==> config.mk <==
export PLATFORM = sky130hd
export DESIGN_NAME = gate_cmd_link
export DESIGN_NICKNAME = d
export VERILOG_FILES = /design/src/rtl/gate_link_pkg.sv /design/src/rtl/link_sender.sv /design/src/rtl/link_receiver.sv /design/src/rtl/link_monitor.sv /design/src/rtl/gate_cmd_link.sv
export SDC_FILE = /design/constraint.sdc
export NUM_CORES = 1
export LEC_CHECK = 0
export ABC_AREA = 1
export CAP_MARGIN = 40
export CORE_ASPECT_RATIO = 0.9
export CORE_MARGIN = 1
export CORE_UTILIZATION = 64
export DETAILED_ROUTE_END_ITERATION = 10
export DONT_BUFFER_PORTS = 1
export HOLD_SLACK_MARGIN = 0.05
export PLACE_DENSITY = 0.8
export SYNTH_ARGS = -nofsm -noshare
export SYNTH_HDL_FRONTEND = slang
export SYNTH_SLANG_ARGS = --single-unit
==> constraint.sdc <==
create_clock -name clk -period 1.7 [get_ports clk]
set_input_delay 0.17 -clock clk [delete_from_list [all_inputs] [get_ports clk]]
set_output_delay 0.17 -clock clk [all_outputs]
set_load 0.01 [all_outputs]
==> src/rtl/gate_link_pkg.sv <==
// Shared phase encodings for the sending and receiving halves of the command link.
package gate_link_pkg;
    // Sender phase: which part of a symbol the line carries now.
    typedef enum logic [1:0] {
        TX_IDLE = 2'd0,
        TX_HEAD = 2'd1,
        TX_BODY = 2'd2
    } tx_phase_t;

    // Receiver phase: which part of a symbol the next sample is expected to be.
    typedef enum logic [1:0] {
        RX_HUNT = 2'd0,
        RX_BIT  = 2'd1,
        RX_STOP = 2'd2
    } rx_phase_t;
endpackage

==> src/rtl/link_sender.sv <==
// Sending half. Serialises the effective gate command as start/bit/stop symbols.
// Sends on every change, repeats every REFRESH_CYC cycles, and issues one off
// symbol when the supply drops, then stays silent.
// Assumes cmd_req and supply_ok are already synchronous to clk.
module link_sender
    import gate_link_pkg::*;
#(
    parameter int REFRESH_CYC = 10
) (
    input  logic clk,
    input  logic rst_n,
    input  logic cmd_req,
    input  logic supply_ok,
    output logic line_out
);
    localparam int SW = (REFRESH_CYC > 1) ? $clog2(REFRESH_CYC) : 1;
    localparam logic [SW-1:0] DUE_AT = SW'(REFRESH_CYC - 1);

    tx_phase_t     phase;
    logic [SW-1:0] since;
    logic          last_sent;
    logic          sup_q;
    logic          bye_pend;
    logic          eff;
    logic          drop;
    logic          wake;
    logic          due;
    logic          want;
    logic          start;

    // Decide whether a symbol should begin on this edge.
    always_comb begin
        eff   = cmd_req & supply_ok;
        drop  = sup_q & ~supply_ok;
        wake  = ~sup_q & supply_ok;
        due   = (since == DUE_AT);
        want  = supply_ok ? ((eff != last_sent) | due | wake) : (bye_pend | drop);
        start = (phase == TX_IDLE) & want;
    end

    // Remember the previous supply state to see edges.
    always_ff @(posedge clk) begin
        if (!rst_n) sup_q <= 1'b0;
        else        sup_q <= supply_ok;
    end

    // Hold a farewell request until its symbol can start.
    always_ff @(posedge clk) begin
        if (!rst_n)     bye_pend <= 1'b0;
        else if (start) bye_pend <= 1'b0;
        else if (drop)  bye_pend <= 1'b1;
    end

    // Count cycles since the last symbol start, saturating at the due point.
    always_ff @(posedge clk) begin
        if (!rst_n)     since <= '0;
        else if (start) since <= '0;
        else if (!due)  since <= since + SW'(1);
    end

    // Walk the symbol phases and drive the line.
    always_ff @(posedge clk) begin
        if (!rst_n) begin
            phase     <= TX_IDLE;
            line_out  <= 1'b0;
            last_sent <= 1'b0;
        end else begin
            case (phase)
                TX_IDLE: begin
                    if (start) begin
                        phase    <= TX_HEAD;
                        line_out <= 1'b1;
                    end
                end
                TX_HEAD: begin
                    phase     <= TX_BODY;
                    line_out  <= eff;
                    last_sent <= eff;
                end
                default: begin
                    phase    <= TX_IDLE;
                    line_out <= 1'b0;
                end
            endcase
        end
    end

    // a command change seen on an idle line starts a symbol on the next edge.
    assert_change_sent_R3: assert property (@(posedge clk) disable iff (!rst_n)
        (phase == TX_IDLE && supply_ok && eff != last_sent) |=> line_out);

    // with the supply down and the farewell already sent, the line stays low.
    assert_quiet_when_down_R6: assert property (@(posedge clk) disable iff (!rst_n)
        (!supply_ok && !bye_pend && !drop && phase == TX_IDLE) |=> !line_out);
endmodule

==> src/rtl/link_receiver.sv <==
// Receiving half, framing part. Hunts for a start, captures the command bit and
// classifies the stop sample: 0 gives a one-cycle good strobe, 1 a bad strobe.
// A bad stop sample is not taken as a new start.
module link_receiver
    import gate_link_pkg::*;
(
    input  logic clk,
    input  logic rst_n,
    input  logic line_in,
    output logic sym_ok,
    output logic sym_bad,
    output logic sym_cmd
);
    rx_phase_t phase;
    logic      bit_q;

    // Advance through hunt, bit and stop samples.
    always_ff @(posedge clk) begin
        if (!rst_n) begin
            phase <= RX_HUNT;
            bit_q <= 1'b0;
        end else begin
            case (phase)
                RX_HUNT: if (line_in) phase <= RX_BIT;
                RX_BIT: begin
                    bit_q <= line_in;
                    phase <= RX_STOP;
                end
                default: phase <= RX_HUNT;
            endcase
        end
    end

    // Classify the stop sample in the cycle it is seen.
    always_comb begin
        sym_ok  = (phase == RX_STOP) & ~line_in;
        sym_bad = (phase == RX_STOP) & line_in;
        sym_cmd = bit_q;
    end
endmodule

==> src/rtl/link_monitor.sv <==
// Receiving half, trust part. Applies good commands, times out silence, and
// clears the error only after CLEAR_CNT consecutive good symbols.
// Starts in the error state so the gate stays off until the link is proven.
module link_monitor #(
    parameter int TIMEOUT_CYC = 40,
    parameter int CLEAR_CNT   = 2
) (
    input  logic clk,
    input  logic rst_n,
    input  logic sym_ok,
    input  logic sym_bad,
    input  logic sym_cmd,
    output logic gate_on,
    output logic link_err
);
    localparam int QW = $clog2(TIMEOUT_CYC);
    localparam int GW = $clog2(CLEAR_CNT + 1);
    localparam logic [QW-1:0] QUIET_LIM = QW'(TIMEOUT_CYC - 1);
    localparam logic [GW-1:0] GOOD_LIM  = GW'(CLEAR_CNT - 1);

    logic [QW-1:0] quiet_cnt;
    logic [GW-1:0] good_cnt;
    logic          cmd_q;
    logic          expired;

    // Timeout is reached when the quiet count sits at its limit with no good symbol.
    always_comb expired = (quiet_cnt == QUIET_LIM) & ~sym_ok;

    // Count cycles since the last good symbol; bad symbols do not reset it.
    always_ff @(posedge clk) begin
        if (!rst_n)                    quiet_cnt <= '0;
        else if (sym_ok)               quiet_cnt <= '0;
        else if (quiet_cnt != QUIET_LIM) quiet_cnt <= quiet_cnt + QW'(1);
    end

    // Hold the last good command.
    always_ff @(posedge clk) begin
        if (!rst_n)      cmd_q <= 1'b0;
        else if (sym_ok) cmd_q <= sym_cmd;
    end

    // Raise the error on timeout; clear it after a run of good symbols.
    always_ff @(posedge clk) begin
        if (!rst_n) begin
            link_err <= 1'b1;
            good_cnt <= '0;
        end else if (sym_ok) begin
            if (link_err) begin
                if (good_cnt == GOOD_LIM) begin
                    link_err <= 1'b0;
                    good_cnt <= '0;
                end else begin
                    good_cnt <= good_cnt + GW'(1);
                end
            end
        end else if (sym_bad || expired) begin
            good_cnt <= '0;
            if (expired) link_err <= 1'b1;
        end
    end

    // The gate follows the command only while the link is trusted.
    always_comb gate_on = cmd_q & ~link_err;

    // a full quiet window without a good symbol raises the error.
    assert_timeout_err_R4: assert property (@(posedge clk) disable iff (!rst_n)
        (quiet_cnt == QUIET_LIM && !sym_ok) |=> link_err);

    // a malformed symbol does not restart the quiet window.
    assert_bad_keeps_timer_R5: assert property (@(posedge clk) disable iff (!rst_n)
        (sym_bad && quiet_cnt != QUIET_LIM) |=> quiet_cnt == $past(quiet_cnt) + QW'(1));

    // the error only clears on the edge of a good symbol.
    assert_clear_on_good_R7: assert property (@(posedge clk) disable iff (!rst_n)
        $fell(link_err) |-> $past(sym_ok));
endmodule

==> src/rtl/gate_cmd_link.sv <==
// Top of the command link: sender, receiver framing and trust monitor.
// The barrier itself lies outside: link_tx leaves, link_rx returns.
// ready combines the controller-side supply status with link trust.
module gate_cmd_link #(
    parameter int REFRESH_CYC = 10,
    parameter int TIMEOUT_CYC = 40,
    parameter int CLEAR_CNT   = 2
) (
    input  logic clk,
    input  logic rst_n,
    input  logic cmd_req,
    input  logic supply_ok,
    output logic link_tx,
    input  logic link_rx,
    output logic gate_on,
    output logic link_err,
    output logic ready
);
    logic sym_ok;
    logic sym_bad;
    logic sym_cmd;

    link_sender #(.REFRESH_CYC(REFRESH_CYC)) u_send (
        .clk      (clk),
        .rst_n    (rst_n),
        .cmd_req  (cmd_req),
        .supply_ok(supply_ok),
        .line_out (link_tx)
    );

    link_receiver u_recv (
        .clk    (clk),
        .rst_n  (rst_n),
        .line_in(link_rx),
        .sym_ok (sym_ok),
        .sym_bad(sym_bad),
        .sym_cmd(sym_cmd)
    );

    link_monitor #(.TIMEOUT_CYC(TIMEOUT_CYC), .CLEAR_CNT(CLEAR_CNT)) u_mon (
        .clk     (clk),
        .rst_n   (rst_n),
        .sym_ok  (sym_ok),
        .sym_bad (sym_bad),
        .sym_cmd (sym_cmd),
        .gate_on (gate_on),
        .link_err(link_err)
    );

    // Ready reports a good supply and a trusted link.
    always_comb ready = supply_ok & ~link_err;

    // an untrusted link never leaves the gate on.
    assert_err_gate_off_R4: assert property (@(posedge clk) disable iff (!rst_n)
        $rose(link_err) |-> !gate_on);
endmodule

==> results.yml <==
floorplanning:
  start_util_pct: 69.4
  die_x_um: 43.8
  num_rows: 13
  ioPinCount: 9
  die_h_um: 39.6
  core_um2: 1450
  dieArea_um2: 1730
sta:
  finalCritPeriodShare_pct: 74.0
  whs_ns: 0.0616
  timing.final.max_slew_violations: 0
  min_period_ns: 1.26
  tightestPinTransition_ns: 0.302
  slew_headroom_pct: 79.8
  finalHoldViolations: 0
  fmax_ghz: 0.795
  setup_viol: 0
  finalClockSkew_ns: 0.00209
  grt_setup_unrepaired: "false"
  fin_tns_setup_ns: 0
job:
  max_cap_viol_count: 0
power_and_ir_drop:
  peakVddDrop_uv: 736
  power.leakage_nw: 0.463
  power_density_nw_per_um2: 856
global_routing:
  grt_pass1_wl_um: 2670
  grt_start_max_net_pins: 14
  grt_usage_pct: 22.6
  grt.overflow.total: 0
  grt_util_met2_pct: 39.2
  grt_pass1_vias: 649
  busiest_layer: "met2"
  use_met1_pct: 23.2
  met3_usage_pct: 8.76
  antenna_found_initial: 0
logic_synthesis:
  synth-seq-area-share_pct: 45.8
  synthMuxAreaShare_pct: 0
  synth_fa_ha_area_share_pct: 3.74
  ys_ff_latch: 23
  synthesis.nets: 136
  synth_area_um2: 1000
  synth-compound-area-share_pct: 8.47
  synth_simple_gate_area_share_pct: 29.8
  yosysWarnings: 0
  ys_types: 18
  syn_inst: 128
  synth_xor_area_share_pct: 4.36
  syn_area_per_cell_um2: 7.85
  synth_top_family_by_area: "simple AND/OR/NAND/NOR gates"
detailed_routing:
  wl_per_cell_um: 11.8
  drt_iter0_drc: 13
  drtAntennaViolNets: 0
  routed_wl_um: 1780
  vias_per_cell: 5.26
  vias: 789
  drc_errors: 1
  drt-pass1-iter-count: 6
clock_network:
  clockBufferDepth: 2
  cts-resized-gates: 0
  clk_pin_slew_ns: 0.12
  clock_latency_ns: 0.31
  root_buffer: "clkbuf_4"
  numCtsBuffers: 3
  cts_tree: "built"
  cts_sinks: 23
  htree_levels: 1
place:
  dp_hpwl_um: 1280
  dpl.cell_count: 143
  place_congestion: 0.710
  place.port_buffers: 0
layout:
  drive_gt1_share_pct: 12.6
  postLayoutCoreUtil_pct: 74.7
  finalNonFillerCells: 150
  area_growth_pct: 7.60
  nNetsFinal: 144
  fillers: 113
  n_antenna_cell: 0
status:
  status: "finished with violations"
  violations: "DRC"
critical_path:
  critPathCaptureType: "flop"
  path_max_fanout: 6
  setup.worst_path.start_class: "flop"
  cp.required_ns: 1.90
  arrival_ns: 1.46
  path_class: "reg2reg"
hold_path:
  hp-class: "in2reg"
[worst max-delay path, stage by stage, from the launching register on]
cell and delay [ns]:
dfxtp_1 0.35, ha_1 0.24, nand2_1 0.07, inv_1 0.06
nand3_4 0.11, inv_2 0.05, o21ai_0 0.18, nand3_1 0.09
[path summary, 6_finish.rpt]
| kind | depth (start not counted) | end | from | slack, ns |
|---|---|---|---|---|
| max | 7 | u_mon.link_err | u_mon.quiet_cnt[0] | 0.44 |
| min | 3 | u_mon.cmd_q | link_rx | 0.06 |
| max reg2reg | 7 | u_mon.link_err | u_mon.quiet_cnt[0] | 0.44 |
| min reg2reg | 1 | u_recv.phase[0] | u_recv.phase[0] | 0.43 |
[metrics by stage]
step | instance area [um^2] | setup slack (ns) | total power [mW]
after global placement | 1020 | 0.501 | 0.682
final | 1080 | 0.442 | 0.926
after detailed placement | 1020 | 0.464 | 0.687
after floorplan | 1000 | 0.583 | 0.669
after global routing | 1080 | 0.325 | 0.974
after CTS | 1080 | 0.432 | 0.932
[cell type report]
cell class | count | area (um^2) | share of cell area, %
timing repair buffer | 3 | 30.0 | 2.78
inverter | 21 | 78.8 | 7.29
clock inverter | 1 | 5.00 | 0.463
tap | 15 | 18.8 | 1.74
multi-input combinational | 84 | 465 | 43.1
clock buffer | 3 | 22.5 | 2.08
sequential | 23 | 460 | 42.6
[routing by layer]
metal	up-vias	routed length (um)
met5	-	0
met4	0	37
met3	4	68
met2	11	921
met1	360	750
li1	414	-
[cell usage in the layout (no fill, tap or decap)]
cell           netlist  final
nand2_1             19     19
a21oi_1             11     11
inv_2                3      3
dlygate4sd3_1        0      3
nor3_1               2      2
xor2_1               4      4
nor2_4               3      3
clkbuf_4             0      3
dfxtp_1             23     23
nand3b_1             2      2
clkinv_2             0      1
nand3_4              1      1
inv_1               18     18
ha_1                 3      3
nor2_1              19     19
o21ai_0              6      6
nand2_2              5      5
xnor2_1              1      1
nand3_1              6      6
nor4_1               1      1
nor3b_2              1      1
[report_power, final]
| part | internal, mW | switching [mW] |
|---|---|---|
| sequential | 0.566 | 0.0227 |
| combinational | 0.0398 | 0.0542 |
| clock | 0.0879 | 0.155 |
[synth_stat cells]
master	n	area [um^2]
nand2_1	19	71.3
inv_2	3	11.3
ha_1	3	37.5
o21ai_0	6	30.0
dfxtp_1	23	460
nor3_1	2	10.0
nand3b_1	2	15.0
nor2_1	19	71.3
nand2_2	5	31.3
nor4_1	1	6.26
nor3b_2	1	12.5
a21oi_1	11	55.1
nand3_1	6	30.0
nor2_4	3	33.8
xnor2_1	1	8.76
inv_1	18	67.6
xor2_1	4	35.0
nand3_4	1	17.5
[registers in the layout (all words and copies together), names as in the netlist, 2 cells and up]
signal	count
u_mon.good_cnt	2
u_mon.quiet_cnt	6
u_recv.phase	2
u_send.phase	2
u_send.since	4
[cell families (layout without fill, tap and decap cells)]
group                      after synthesis  in the layout
AOI/OAI and AO/OA                       17             17
DFF                                     23             23
and+or+nand+nor                         59             59
buffers and inverters                   21             28
adders and majority gates                3              3
xor gates and xnor gates                 5              5
[repair_timing]
item	in CTS	in global routing
hold buffers	3	0
endpoints found under the hold margin	12	0
setup buffers	0	0
(Power assumes the default switching activity.)
